===== src/rtl/gd_pkg.sv =====
package gd_pkg;

    localparam int unsigned GD_CH = 6;

    typedef enum logic [1:0] {
        MODE_SOFT_RST = 2'd0,
        MODE_MUTED    = 2'd1,
        MODE_RUN      = 2'd2
    } gd_mode_e;

    typedef struct packed {
        logic soft_en;
        logic out_en;
    } gd_en_t;

    function automatic gd_mode_e gd_mode(input gd_en_t en);
        if (!en.soft_en)     return MODE_SOFT_RST;
        else if (!en.out_en) return MODE_MUTED;
        else                 return MODE_RUN;
    endfunction

endpackage


===== src/rtl/gd_mode_ctl.sv =====
module gd_mode_ctl
    import gd_pkg::*;
(
    input  logic     clk,
    input  logic     rst,
    input  gd_en_t   en,
    output gd_mode_e mode,
    output logic     tmr_en,
    output logic     flag_rst
);

    assign mode = gd_mode(en);

    always_ff @(posedge clk) begin
        if (rst) begin
            tmr_en   <= 1'b0;
            flag_rst <= 1'b1;
        end else begin
            tmr_en   <= (mode != MODE_SOFT_RST);
            flag_rst <= (mode == MODE_SOFT_RST);
        end
    end

    p_tmr_follow_r10: assert property (@(posedge clk) disable iff (rst)
        en.soft_en |=> (tmr_en && !flag_rst));
    p_flag_follow_r10: assert property (@(posedge clk) disable iff (rst)
        !en.soft_en |=> (!tmr_en && flag_rst));
    p_reset_r1: assert property (@(posedge clk)
        rst |=> (!tmr_en && flag_rst));

endmodule


===== src/rtl/gd_sel_reg.sv =====
module gd_sel_reg
    import gd_pkg::*;
#(
    parameter int unsigned N_CH = GD_CH
) (
    input  logic            clk,
    input  logic            rst,
    input  gd_mode_e        mode,
    input  logic            sel_wr,
    input  logic [N_CH-1:0] sel_wr_data,
    input  logic            cfg_wr,
    input  logic [N_CH-1:0] cfg_wr_data,
    output logic [N_CH-1:0] sel_q,
    output logic [N_CH-1:0] cfg_q
);

    always_ff @(posedge clk) begin
        if (rst)                        sel_q <= '0;
        else if (mode == MODE_SOFT_RST) sel_q <= '0;
        else if (sel_wr)                sel_q <= sel_wr_data;
    end

    always_ff @(posedge clk) begin
        if (rst)         cfg_q <= '0;
        else if (cfg_wr) cfg_q <= cfg_wr_data;
    end

    p_sel_clear_r4: assert property (@(posedge clk) disable iff (rst)
        (mode == MODE_SOFT_RST) |=> (sel_q == '0));
    p_sel_load_r9: assert property (@(posedge clk) disable iff (rst)
        (sel_wr && mode != MODE_SOFT_RST) |=> (sel_q == $past(sel_wr_data)));
    p_cfg_load_r5: assert property (@(posedge clk) disable iff (rst)
        cfg_wr |=> (cfg_q == $past(cfg_wr_data)));
    p_sel_hold_r3: assert property (@(posedge clk) disable iff (rst)
        (mode == MODE_MUTED && !sel_wr) |=> $stable(sel_q));

endmodule


===== src/rtl/gd_short_latch.sv =====
module gd_short_latch
    import gd_pkg::*;
#(
    parameter int unsigned N_CH = GD_CH
) (
    input  logic            clk,
    input  logic            rst,
    input  gd_mode_e        mode,
    input  logic [N_CH-1:0] short_evt,
    input  logic            fault_clr,
    output logic [N_CH-1:0] short_q
);

    logic [N_CH-1:0] keep;

    assign keep = fault_clr ? '0 : short_q;

    always_ff @(posedge clk) begin
        if (rst)                        short_q <= '0;
        else if (mode == MODE_SOFT_RST) short_q <= '0;
        else                            short_q <= keep | short_evt;
    end

    p_short_clear_r4: assert property (@(posedge clk) disable iff (rst)
        (mode == MODE_SOFT_RST) |=> (short_q == '0));
    p_short_set_r7: assert property (@(posedge clk) disable iff (rst)
        (mode != MODE_SOFT_RST) |=> ((short_q & $past(short_evt)) == $past(short_evt)));
    p_short_clr_r8: assert property (@(posedge clk) disable iff (rst)
        (fault_clr && short_evt == '0) |=> (short_q == '0));

endmodule


===== src/rtl/gd_gate_drv.sv =====
module gd_gate_drv
    import gd_pkg::*;
#(
    parameter int unsigned N_CH = GD_CH
) (
    input  logic            clk,
    input  logic            rst,
    input  gd_mode_e        mode,
    input  logic [N_CH-1:0] par_in,
    input  logic [N_CH-1:0] sel_q,
    input  logic [N_CH-1:0] short_q,
    output logic [N_CH-1:0] gate_out
);

    logic run;
    assign run = (mode == MODE_RUN);

    for (genvar i = 0; i < N_CH; i++) begin : g_ch
        logic req;
        assign req = par_in[i] | sel_q[i];

        always_ff @(posedge clk) begin
            if (rst) gate_out[i] <= 1'b0;
            else     gate_out[i] <= run & req & ~short_q[i];
        end

        p_short_blocks_r7: assert property (@(posedge clk) disable iff (rst)
            short_q[i] |=> !gate_out[i]);
        p_or_on_r2: assert property (@(posedge clk) disable iff (rst)
            (run && !short_q[i] && (par_in[i] || sel_q[i])) |=> gate_out[i]);
    end

    p_blank_r3: assert property (@(posedge clk) disable iff (rst)
        (mode != MODE_RUN) |=> (gate_out == '0));
    p_reset_gate_r1: assert property (@(posedge clk)
        rst |=> (gate_out == '0));

endmodule


===== src/rtl/gd_gate_ctrl.sv =====
module gd_gate_ctrl
    import gd_pkg::*;
#(
    parameter int unsigned N_CH = GD_CH
) (
    input  logic            clk,
    input  logic            rst,
    input  logic            soft_en,
    input  logic            out_en,
    input  logic [N_CH-1:0] par_in,
    input  logic            sel_wr,
    input  logic [N_CH-1:0] sel_wr_data,
    input  logic            cfg_wr,
    input  logic [N_CH-1:0] cfg_wr_data,
    input  logic [N_CH-1:0] short_evt,
    input  logic            fault_clr,
    output logic [N_CH-1:0] gate_out,
    output logic [N_CH-1:0] sel_q,
    output logic [N_CH-1:0] short_q,
    output logic [N_CH-1:0] cfg_q,
    output logic            tmr_en,
    output logic            flag_rst
);

    gd_en_t   en;
    gd_mode_e mode;

    assign en = '{soft_en: soft_en, out_en: out_en};

    gd_mode_ctl u_mode (
        .clk(clk), .rst(rst), .en(en), .mode(mode),
        .tmr_en(tmr_en), .flag_rst(flag_rst)
    );

    gd_sel_reg #(.N_CH(N_CH)) u_sel (
        .clk(clk), .rst(rst), .mode(mode),
        .sel_wr(sel_wr), .sel_wr_data(sel_wr_data),
        .cfg_wr(cfg_wr), .cfg_wr_data(cfg_wr_data),
        .sel_q(sel_q), .cfg_q(cfg_q)
    );

    gd_short_latch #(.N_CH(N_CH)) u_short (
        .clk(clk), .rst(rst), .mode(mode),
        .short_evt(short_evt), .fault_clr(fault_clr), .short_q(short_q)
    );

    gd_gate_drv #(.N_CH(N_CH)) u_gate (
        .clk(clk), .rst(rst), .mode(mode),
        .par_in(par_in), .sel_q(sel_q), .short_q(short_q),
        .gate_out(gate_out)
    );

endmodule


===== config.mk =====
export PLATFORM = sky130hd
export DESIGN_NAME = gd_gate_ctrl
export DESIGN_NICKNAME = d
export VERILOG_FILES = /design/src/rtl/gd_pkg.sv /design/src/rtl/gd_mode_ctl.sv /design/src/rtl/gd_sel_reg.sv /design/src/rtl/gd_short_latch.sv /design/src/rtl/gd_gate_drv.sv /design/src/rtl/gd_gate_ctrl.sv
export SDC_FILE = /design/constraint.sdc
export NUM_CORES = 1
export LEC_CHECK = 0
export ABC_AREA = 1
export BUFFER_PORTS_ARGS = -buffer_cell sky130_fd_sc_hd__buf_2
export CELL_PAD_IN_SITES_DETAIL_PLACEMENT = 0
export CELL_PAD_IN_SITES_GLOBAL_PLACEMENT = 1
export CORE_MARGIN = 8
export CORE_UTILIZATION = 26
export CTS_CLUSTER_SIZE = 12
export DETAILED_ROUTE_END_ITERATION = 10
export PLACE_DENSITY = 0.83
export SYNTH_ARGS = -nofsm -noshare
export SYNTH_HDL_FRONTEND = slang
export SYNTH_SLANG_ARGS = --single-unit

===== constraint.sdc =====
create_clock -name clk -period 0.8 [get_ports clk]
set_clock_uncertainty 0.1 [all_clocks]
set_input_delay 0.08 -clock clk [delete_from_list [all_inputs] [get_ports clk]]
set_output_delay 0.08 -clock clk [all_outputs]
set_load 0.005 [all_outputs]

==> run_results.csv <==
group,metric,value,unit
global_route,grt_pass1_vias,1027,
clock_tree,path_clk_slew,0.08,ns
floorplan,die_x,77.7,microns
sta,setup_ws,-0.113,ns
setup_path,end_kind,"output port",
floorplan,rows,22,
flow_run,maxCapViolCount,0,
setup_path,r2r-end,"u_gate.gate_out[2]$_SDFF_PP0_",
route,avgRoutedWirePerCell,11.2,microns
route,wl,2900,microns
logic_synthesis,synth_warnings,0,
final_layout,drive_gt1_share,56.4,%
worst_hold_path,hold_class,"in -> reg",
setup_path,cp_top_family,"flip-flops",
route,vias,1011,
route,ant_nets,0,
outcome,outcome,"finished, violations left",
global_route,grt_usage,9.13,%
placement,gp_congestion,0.699,
clock_tree,cts-root-buf,"clkbuf_8",
setup_path,crit_type,"reg -> out",
logic_synthesis,synth.largest_area_cell,"dfxtp_1",
power,p_per_area,1550,mW/mm^2
floorplan,core-area,0.00366,sq mm
logic_synthesis,synthTopCellsByArea,"dfxtp_1 53%, nand2_1 14%, inv_1 10%, a21oi_2 8.0%, nor2_1 6.8%",
sta,rsz0062_at_grt,"true",
final_layout,n_antenna_cell,0,
floorplan,initial_core_util,27.0,%
power,ir_drop,0.000700,V
placement,dp.cells,235,
setup_path,r2r_slack,-0.03,ns
setup_path,arrival,0.73,ns
clock_tree,ctsHoldBuffers,11,
clock_tree,cts_tree,"done",
logic_synthesis,syn_nets,161,
global_route,grt_pass1_wl,4530,microns
worst_hold_path,hold_depth,3,
placement,hpwlAfterDp,2150,microns
sta,report.final.slew_viol_count,0,
final_layout,fillers,366,
logic_synthesis,yosys-top-cells-count,"36 x nand2_1, 27 x inv_1, 26 x dfxtp_1",
sta,worst_pin_slew,0.246,ns
power,p_leak,0.877,nW
setup_path,worst_setup_path_start_kind,"flop",
outcome,violations,"hold timing, setup timing",
final_layout,multiInputGateArea,368,sq um
floorplan,die_h,77.7,microns
sta,hold_viol_final,12,
clock_tree,cts_buffers,3,
route,avgViaCountPerCell,3.90,
setup_path,worstPathRequired,0.62,ns
setup_path,cpPeakStageDelay,0.37,ns
worst_hold_path,min_from,"cfg_wr_data[3]",
clock_tree,htreeDepth,1,
sta,setup_viol,31,
sta,max_slew_margin,83.6,%
sta,fin_crit_sh,114,%
logic_synthesis,synth.most_common_cell,"nand2_1",
sta,whs,-0.0627,ns
setup_path,crit_chain,"buf_6",
logic_synthesis,synth_enable_flop_cells,0,
clock_tree,clock_path_buffers,2,
sta,timing.fmax,1100,MHz
power,total_power,2.64,mW
placement,pre_cts_slack,0.0225,ns
final_layout,seq_area,547,sq um
logic_synthesis,yosys_most_used_dff,"dfxtp_1",
final_layout,nNetsFinal,243,
floorplan,boundaryPins,57,
clock_tree,cts.sinks,26,
logic_synthesis,synth_top_area_share,52.6,%
sta,finalCriticalPeriod,0.913,ns
logic_synthesis,synth.distinct_cells,11,
logic_synthesis,avgSynthCellArea,7.61,sq um
logic_synthesis,synthCells,130,
route,drc_errors,0,
setup_path,path_buf_inv,1,
route,drt_iter0_drc,37,
logic_synthesis,syn_area,990,sq um
global_route,grt_start_max_net_pins,15,
setup_path,rr_worst_depth,5,
global_route,grt_antenna_before_repair,0,
logic_synthesis,yosysSeqAreaShare,52.6,%
global_route,overflow,0,
final_layout,stdcell_count,259,
setup_path,reg2reg_from,"u_sel.sel_q[2]$_SDFFE_PP0P_",
worst_hold_path,hold_path_end,"u_sel.cfg_q[3]$_SDFFE_PP0P_",
setup_path,cp_slowest_cell,"dfxtp_2",
final_layout,syn_to_final_growth,72.8,%
route,first_pass_iters,4,
setup_path,cp_max_fo,2,
logic_synthesis,synthArstFlopShare,0,%
sta,tns,-2.18,ns
clock_tree,clk_latency,0.26,ns
placement,port_buffers,56,
logic_synthesis,synth_seq_cells,26,
floorplan,die_area,0.00604,sq mm
-- how the worst max path moves through the flow --
stage | startpoint | to | slack, ns | depth (start not counted)
after floorplan | u_sel.cfg_q[0]$_SDFFE_PP0P_ | u_sel.cfg_q[0]$_SDFFE_PP0P_ | 0.10 | 2
after global placement | sel_wr | u_sel.sel_q[1]$_SDFFE_PP0P_ | 0.05 | 4
after detailed placement | rst | u_short.short_q[1]$_SDFF_PP0_ | 0.02 | 4
after CTS | u_short.short_q[1]$_SDFF_PP0_ | short_q[1] | -0.11 | 1
after global routing | u_short.short_q[1]$_SDFF_PP0_ | short_q[1] | -0.15 | 1
final | u_sel.sel_q[2]$_SDFFE_PP0P_ | sel_q[2] | -0.11 | 1
-- cells by family (layout without fill, tap and decap cells) --
kind of cell    after synthesis  after routing  share of synthesized area, %
simple gates                 56             56                          22.8
buf+inv                      30            111                          12.1
flops                        26             26                          52.6
compound gates               18             18                          12.5
-- report_power, final --
group          internal, mW  total [mW]  switching [mW]
clock network         0.439       0.817           0.378
logic                 0.242       0.433           0.191
registers              1.36        1.39          0.0318
-- sequential cells by signal, summed over array words and instances, names as in the netlist --
| signal | flops |
|---|---|
| u_gate.gate_out | 6 |
| u_sel.cfg_q | 6 |
| u_sel.sel_q | 6 |
| u_short.short_q | 6 |
| u_mode.flag_rst | 1 |
| u_mode.tmr_en | 1 |
-- placed cells by master (no fill, tap or decap) --
| cell | count |
|---|---|
| nor2_2 | 1 |
| dlymetal6s4s_1 | 1 |
| nor2_4 | 1 |
| nor2_1 | 17 |
| o21ai_0 | 5 |
| clkbuf_8 | 4 |
| buf_4 | 6 |
| inv_2 | 9 |
| a21oi_1 | 2 |
| o21ai_1 | 1 |
| buf_6 | 15 |
| buf_12 | 1 |
| nand2_4 | 1 |
| dfxtp_2 | 21 |
| a21oi_2 | 10 |
| nand2_2 | 5 |
| dlygate4sd3_1 | 10 |
| buf_2 | 45 |
| dfxtp_1 | 5 |
| nand2_1 | 31 |
| inv_1 | 20 |
-- per-stage QoR --
step           cell area, sq um  utilization (%)
2_1_floorplan               990                -
3_3_place_gp               1350             36.8
3_5_place_dp               1350             36.8
4_1_cts                    1630             44.5
5_1_grt                    1710             46.7
6_report                   1710             46.7
-- cell type report --
type,instances,share of cell area (%)
inverter,29,6.36
clock buffer,4,3.22
tap,48,3.51
multi-input combinational,74,21.5
timing repair buffer,78,33.4
sequential,26,32.0
-- layer usage --
layer	vias to the layer above	part of all wire (%)	track usage [%]
met5	-	0	0
met4	0	0.66	2.26
met3	2	8.0	4.15
met2	32	49	16.0
met1	437	43	9.73
li1	540	-	-
-- timing repair --
item	4_1_cts	5_1_grt
setup endpoints to repair	26	39
buffers inserted	8	1
endpoints found under the hold margin	25	10
pin swaps	0	5
resized for setup	27	25
-- worst register-to-register path, stage by stage (launching register included) --
cell,delay [ns]
dfxtp_2,0.37
buf_6,0.11
inv_2,0.03
nand2_1,0.04
nand2_1,0.05
nor2_1,0.08
(Power assumes the default switching activity.)
